### src/rtl/rdlat_pkg.sv
package rdlat_pkg;
  // latency limits
  localparam int MIN_CL   = 3;
  localparam int MAX_CL   = 7;
  localparam int MAX_AL   = 4;
  localparam int CL_LSB   = 4;
  localparam int CL_W     = $clog2(MAX_CL + 1);
  localparam int AL_W     = 3;
  localparam int ADDR_W   = 14;
  localparam int BEAT_W   = 2;
  // scheduling pipeline
  localparam int DEPTH    = MAX_CL + MAX_AL;
  localparam int SLOT_W   = $clog2(DEPTH + 1);

  typedef struct packed {
    logic              launch;
    logic [SLOT_W-1:0] slot;
  } schedStrobe_t;
endpackage

### src/rtl/rdLatCtrl.sv
module rdLatCtrl
  import rdlat_pkg::*;
(
  input  logic              clk,
  input  logic              rst,
  input  logic              modeLoad,
  input  logic [ADDR_W-1:0] modeAddr,
  input  logic [AL_W-1:0]   alSetting,
  input  logic              readCmd,
  output schedStrobe_t      strobe,
  output logic              latErr
);
  logic [CL_W-1:0] clReg;
  logic [AL_W-1:0] alReg;
  logic [CL_W-1:0] clCode;
  logic            clBad;
  logic            alBad;
  logic            loadOk;

  assign clCode = modeAddr[CL_LSB +: CL_W];
  assign clBad  = (int'(clCode) < MIN_CL) || (int'(clCode) > MAX_CL);
  assign alBad  = int'(alSetting) > MAX_AL;
  assign loadOk = modeLoad && !clBad && !alBad;

  always_ff @(posedge clk) begin
    if (rst) begin
      clReg  <= CL_W'(MIN_CL);
      alReg  <= '0;
      latErr <= 1'b0;
    end else begin
      latErr <= modeLoad && (clBad || alBad);
      if (loadOk) begin
        clReg <= clCode;
        alReg <= alSetting;
      end
    end
  end

  // a burst launched now lands in slot (latency - 1)
  always_comb begin
    strobe.launch = readCmd;
    strobe.slot   = SLOT_W'(clReg) + SLOT_W'(alReg) - SLOT_W'(1);
  end


  reserved_hold_chk: assert property (@(posedge clk) disable iff (rst)
    (modeLoad && clBad) |=> ($stable(clReg) && $stable(alReg) && latErr));

  cl_range_chk: assert property (@(posedge clk) disable iff (rst)
    (int'(clReg) >= MIN_CL) && (int'(clReg) <= MAX_CL));

  al_range_chk: assert property (@(posedge clk) disable iff (rst)
    int'(alReg) <= MAX_AL);

  err_cause_chk: assert property (@(posedge clk) disable iff (rst)
    latErr |-> $past(modeLoad));
endmodule

### src/rtl/rdLatPipe.sv
module rdLatPipe
  import rdlat_pkg::*;
(
  input  logic              clk,
  input  logic              rst,
  input  schedStrobe_t      strobe,
  output logic              validRise,
  output logic              validFall,
  output logic [BEAT_W-1:0] beatRise,
  output logic [BEAT_W-1:0] beatFall
);
  logic [DEPTH-1:0] slots;
  logic [DEPTH-1:0] slotsNext;
  logic             firstHalf;
  logic             secondHalf;

  genvar gi;
  generate
    for (gi = 0; gi < DEPTH; gi++) begin : g_stage
      logic shifted;
      if (gi == DEPTH - 1) begin : g_top
        assign shifted = 1'b0;
      end else begin : g_mid
        assign shifted = slots[gi+1];
      end
      assign slotsNext[gi] = shifted ||
        (strobe.launch && (int'(strobe.slot) == gi));
    end
  endgenerate

  always_ff @(posedge clk) begin
    if (rst) begin
      slots      <= '0;
      firstHalf  <= 1'b0;
      secondHalf <= 1'b0;
    end else begin
      slots      <= slotsNext;
      firstHalf  <= slots[0];
      secondHalf <= firstHalf;
    end
  end

  always_comb begin
    validRise = firstHalf || secondHalf;
    validFall = validRise;
    beatRise  = firstHalf ? BEAT_W'(0) : BEAT_W'(2);
    if (!validRise) beatRise = '0;
    beatFall  = validRise ? beatRise + BEAT_W'(1) : '0;
  end


  slot_bound_chk: assert property (@(posedge clk) disable iff (rst)
    strobe.launch |-> (int'(strobe.slot) < DEPTH));

  beat_order_chk: assert property (@(posedge clk) disable iff (rst)
    (validRise && beatRise == BEAT_W'(0)) |=> validRise);

  fall_follows_chk: assert property (@(posedge clk) disable iff (rst)
    validFall |-> (validRise && beatFall == beatRise + BEAT_W'(1)));
endmodule

### src/rtl/rdLatGen.sv
module rdLatGen
  import rdlat_pkg::*;
(
  input  logic              clk,
  input  logic              rst,
  input  logic              modeLoad,
  input  logic [ADDR_W-1:0] modeAddr,
  input  logic [AL_W-1:0]   alSetting,
  input  logic              readCmd,
  output logic              validRise,
  output logic              validFall,
  output logic [BEAT_W-1:0] beatRise,
  output logic [BEAT_W-1:0] beatFall,
  output logic              latErr
);
  schedStrobe_t strobe;

  rdLatCtrl u_ctrl (
    .clk(clk), .rst(rst), .modeLoad(modeLoad), .modeAddr(modeAddr),
    .alSetting(alSetting), .readCmd(readCmd), .strobe(strobe), .latErr(latErr)
  );

  rdLatPipe u_pipe (
    .clk(clk), .rst(rst), .strobe(strobe), .validRise(validRise),
    .validFall(validFall), .beatRise(beatRise), .beatFall(beatFall)
  );
endmodule

### config.mk
export PLATFORM = sky130hd
export DESIGN_NAME = rdLatGen
export DESIGN_NICKNAME = d
export VERILOG_FILES = /design/src/rtl/rdlat_pkg.sv /design/src/rtl/rdLatCtrl.sv /design/src/rtl/rdLatPipe.sv /design/src/rtl/rdLatGen.sv
export SDC_FILE = /design/constraint.sdc
export NUM_CORES = 1
export LEC_CHECK = 0
export BUFFER_PORTS_ARGS = -buffer_cell sky130_fd_sc_hd__buf_2
export CORE_MARGIN = 10
export CORE_UTILIZATION = 40
export CTS_CLUSTER_DIAMETER = 150
export DETAILED_ROUTE_END_ITERATION = 8
export PLACE_DENSITY_LB_ADDON = 0.05
export SKIP_CTS_REPAIR_TIMING = 1
export SLEW_MARGIN = 20
export SYNTH_ARGS = -nofsm -noshare
export SYNTH_HDL_FRONTEND = slang
export SYNTH_SLANG_ARGS = --single-unit
### constraint.sdc
create_clock -name clk -period 2.2 [get_ports clk]
set_input_delay 0.44 -clock clk [delete_from_list [all_inputs] [get_ports clk]]
set_output_delay 0.44 -clock clk [all_outputs]
set_load 0.02 [all_outputs]
# [Word-level counts from Yosys, hierarchy flattened]
# Cells that the tools add are included.
[word_totals] reg_bits=20 inputBits=21 output_inout_bits=7 elab_cells=53
[classes] reduce_logical=29 eq_ne=10 magnitude_cmp=2 muxes=3 n_addsub=3
[ops] operator="== test 4 bit, second input constant" count=7
[ops] operator="logical AND 1 bit" count=14
[ops] operator="logical OR 1 bit" count=12
[ops] operator="== test 4 x 3 -> 1 bit, second input constant" count=2
[ops] operator="two-way mux 2 bit" count=3
[ops] operator="adder 3 x 3 -> 4 bit" count=1
[ops] operator="== test 4 x 2 -> 1 bit, second input constant" count=1
[ops] operator="zero test 4 bit" count=1
[ops] operator="subtractor 4 x 1 -> 4 bit, second input constant" count=1
[ops] operator="> comparator 3 bit, second input constant" count=1
[ops] operator="< comparator 3 x 2 -> 1 bit, second input constant" count=1
[ops] operator="adder 2 x 1 -> 2 bit, second input constant" count=1
[ops] operator="zero test 1 bit" count=2

# [Depth between registers and ports, before layout]
[logic_depth] ltp_word=5 mapped_depth=8 mapped_depth_nobuf=8

# [By module]
# From an unflattened synthesis, not the netlist that was laid out.
[hier_totals] hier_cells=99 area_unflattened_um2=967.2
[modules_own_cells] module="rdLatPipe" cells_per_inst=51 n_inst=1 area_each_um2=530.5 seq_area_each_um2=260.2
[modules_own_cells] module="rdLatCtrl" cells_per_inst=48 n_inst=1 area_each_um2=436.7 seq_area_each_um2=140.1

# [Worst setup path before layout]
# No wires, ideal clock.
[synth_path] path_type="register -> register" from="register u_ctrl.alReg[1]" to="register u_pipe.slots[0]" path_slack_ns=0.277 stages_incl_launch_ff=9 setup_time_ns=0.065 required_time_ns=2.135 path_buffers=0 t_arrival_ns=1.858 period_less_slack_ns=1.923 cell_sequence="dfxtp_1 -> inv_1 -> ha_1 -> inv_1 -> ha_1 -> fa_1 -> xnor2_1 -> a31oi_1 -> nor2_1"
[synth_via] elab_chain_cells=5
[synth_lines] element="from (decl)" line="rdLatCtrl.sv:14" rtl="logic [AL_W-1:0] alReg;"
[synth_lines] element="from (signal assigned)" line="rdLatCtrl.sv:34" rtl="alReg <= alSetting;"
[synth_lines] element="adder 3 x 3 -> 4 bit" line="rdLatCtrl.sv:42" rtl="strobe.slot = SLOT_W'(clReg) + SLOT_W'(alReg) - SLOT_W'(1);"
[synth_lines] element="subtractor 4 x 1 -> 4 bit" line="rdLatCtrl.sv:42"
[synth_lines] element="zero test 4 bit" line="rdLatPipe.sv:27" rtl="(strobe.launch && (int'(strobe.slot) == gi));"
[synth_lines] element="logical AND 1 bit" line="rdLatPipe.sv:27"
[synth_lines] element="logical OR 1 bit" line="rdLatPipe.sv:26" rtl="assign slotsNext[gi] = shifted ||"
[synth_lines] element="to (signal assigned)" line="rdLatPipe.sv:37" rtl="slots <= slotsNext;"
[synth_lines] element="to (decl)" line="rdLatPipe.sv:12" rtl="logic [DEPTH-1:0] slots;"
# Every way passes these cells.
# A chain may end at the register's enable or synchronous reset.

# [Final worst setup path]
[layout_path] from="register u_ctrl.alReg[1]" to="register u_pipe.slots[2]"
[layout_via] elab_chain_cells=5
[layout_lines] element="adder 3 x 3 -> 4 bit" line="rdLatCtrl.sv:42"
[layout_lines] element="subtractor 4 x 1 -> 4 bit" line="rdLatCtrl.sv:42"
[layout_lines] element="== test 4 x 3 -> 1 bit" line="rdLatPipe.sv:27"
[layout_lines] element="logical AND 1 bit" line="rdLatPipe.sv:27"
[layout_lines] element="logical OR 1 bit" line="rdLatPipe.sv:26"
# Every way passes these cells.

==> impl_results.md <==
* CTS Sinks at 20
* Worst r2r path cells at 8
* RSZ-0062 raised after global routing: false
* Status: completed
* Antenna Nets Post-Route at 0
* Via density at around 5
* Pin count of the biggest net entering global routing at 23
* Data arrival, critical path at 2230 ps
* # Max-Cap Violations at 0
* Vias in the first global route at between 600 and 700
* CORE AREA at 0.002212 mm2
* EDFF count, synth at 0
* Syn Nets at ~120
* Worst min path class: in -> reg
* Ys Warns at 0
* Uppermost layer routed: met4
* I/O pin count at 28
* Die area at 0.004626 mm2
* GR Util All Layers at 0.08077
* FF-to-FF Start: u_ctrl.alReg[1]
* Crit path kind: reg -> reg
* Clock Pin Slew Worst Setup and Hold Paths at 110 ps
* DRT iter0 DRCs at 28
* RePlAce Congestion at 0.7244
* Critical Path Source: u_ctrl.alReg[1]
* Largest cells by area after synthesis: dfxtp_1 43%, a31oi_1 8.1%, ha_1 5.4%
* Final hold vios at 0
* Fin cells at around 140
* Vias post-DR at 697
* Power Dens Cells at 834.2 mW/mm2
* Commonest cells in the netlist: 20 x dfxtp_1, 12 x a31oi_1, 11 x inv_1, 11 x nor2_1
* Drt first pass iters at 4
* Initial antenna violation count at 0
* Final HPWL DP at 1278 um
* Peak supply drop at 517.2 uV
* CP Max Fanout at 8
* #FFs+latches synth at 20
* Finished Cell Area at 0.001025 mm2
* Ant. Diodes at 0
* Worst setup path end: u_pipe.slots[2]
* Critical R2R Capture: u_pipe.slots[2]
* DP Cell Count at 133
* Setup TNS at 0 ps
* Count leader, synth: dfxtp_1
* Leak at 0.4572 nW
* Post-synthesis cell type count at 28
* TritonCTS clock tree: done
* Cell accounting for the most synthesized area: dfxtp_1
* Clk Latency, worst-skew pair at 300 ps
* Total wire length at 1715 um
* Initial core utilization at 0.4169
* Nets at 136
* Die Y at about 68 um
* Post-Route Skew at approximately 5.7 ps
* FMAX at about 500 MHz
* CTS root buf: clkbuf_4
* Synth Cell Area at 922.1 um2
* Setup crit start kind: flip-flop
* Area delta synth->final at 11.13%
* Slew Viols, Final at 0
* Post-synthesis sequential area ratio at 0.4342
* Synthesized instance count at 98
* IO buf count at 15
* H-tree levels at 1
* Final setup fails at 0
* Wire per inst at approximately 13 um
* Die X at 68.02 um
* Final period util at 0.9030
* CP required at 2450 ps
* Syn_area_per_cell at 9.410 um2
* Site row count at 17
* Post-Place Cell Area at a little under 0.001 mm2
* Layout cells sized above 1 at 0.2110
* R2R Setup Slk at between 200 and 250 ps
* Synth top area share at 0.4342
* Metal2 WL at 782 um
* Top FF cell, synth: dfxtp_1
* Asr flop ratio synth at 0
* DRC violations left at 0
* Met1 Wirelength at 769 um
* First-pass GRT wire length at 2891 um
* CTS Buf Count at 3
* CP Capture Type: flip-flop
* Fin crit period at roughly 2000 ps
* DR WL met3 at around 150 um
* Bufs on Longest Clock Path at 2
* Final global-route overflow total at 0
==> metrics by stage <==
stage / worst slack (ps) / power, mW / utilization / hold slack [ps]
after global placement: 52.12 / 0.5600 / 0.4361 / 417.3
after floorplan: 276.7 / 0.5295 / - / 413.0
after CTS: 5.092 / 0.8617 / 0.4598 / 349.3
after detailed placement: 52.56 / 0.5604 / 0.4361 / 428.3
after global routing: 56.28 / 0.9047 / 0.4632 / 338.6
final: 213.4 / 0.8548 / 0.4632 / 358.5
==> state kept, by name (all words and copies together), names as in the netlist <==
register	flops
u_pipe.firstHalf	1
u_ctrl.alReg	3
u_ctrl.clReg	3
u_pipe.secondHalf	1
u_pipe.slots	11
u_ctrl.latErr	1
==> final cells by class <==
cell class                 instances  area [um2]
fill                             236        1187
multi-input combinational         59       420.4
sequential                        20       400.4
timing repair buffer              15       75.07
inverter                          11       41.29
tap                               28       35.03
clock inverter                     1       30.03
clock buffer                       3       22.52
==> how the worst min path moves through the flow <==
stage / slack, ps / to / startpoint / cells after the start
global placement: 420 / u_pipe.firstHalf / u_pipe.slots[0] / 1
finish: 360 / u_ctrl.clReg[1] / modeAddr[5] / 2
CTS: 350 / u_ctrl.clReg[0] / modeAddr[4] / 2
global route: 340 / u_ctrl.clReg[1] / modeAddr[5] / 2
floorplan: 410 / u_pipe.slots[0] / u_pipe.slots[1] / 2
detailed placement: 430 / u_pipe.firstHalf / u_pipe.slots[0] / 1
==> cells by family after synthesis <==
kind of cell,count (synthesis),synth area share
compound gates,25,0.1886
other cells,1,0.004067
fa+ha+maj,5,0.07599
flops,20,0.4342
simple gates,26,0.1601
xor+xnor,2,0.01900
buf+inv,19,0.1180
==> placed cells by master, fill, tap and decap left out <==
cell type,n
or2_2,1
a311oi_1,2
xnor2_2,1
dfxtp_1,20
a21o_1,1
and3_1,1
o21ai_4,1
and3_4,1
nand2b_1,1
a211o_1,2
nor3b_1,1
clkbuf_4,3
nand4_1,1
nand4b_1,1
a31oi_1,12
xor2_1,1
a21oi_1,5
o31ai_1,2
conb_1,1
ha_1,4
buf_2,15
inv_1,11
bufinv_16,1
nor2_1,11
nor2b_1,5
nand3_1,1
fa_1,1
and3b_1,2
==> report_power, final <==
part | switching [mW] | total, mW | leakage, nW | internal [mW]
sequential | 0.00650 | 0.391 | 0.163 | 0.385
clock | 0.112 | 0.296 | 0.0279 | 0.184
combinational | 0.103 | 0.167 | 0.266 | 0.0645
total | 0.222 | 0.855 | 0.457 | 0.633
==> critical path, stage by stage (launching register included) <==
cell     delay, ps
dfxtp_1        350
inv_1           50
ha_1           260
inv_1           40
ha_1           180
fa_1           440
xnor2_2        380
a31oi_1        150
nor2_1         100
==> metal layers <==
layer | vias to the layer above | global-route usage
met5 | - | 0
met4 | 0 | 0.02261
met3 | 2 | 0.04894
met2 | 24 | 0.1326
met1 | 314 | 0.08569
li1 | 357 | -
(Power assumes the default switching activity.)
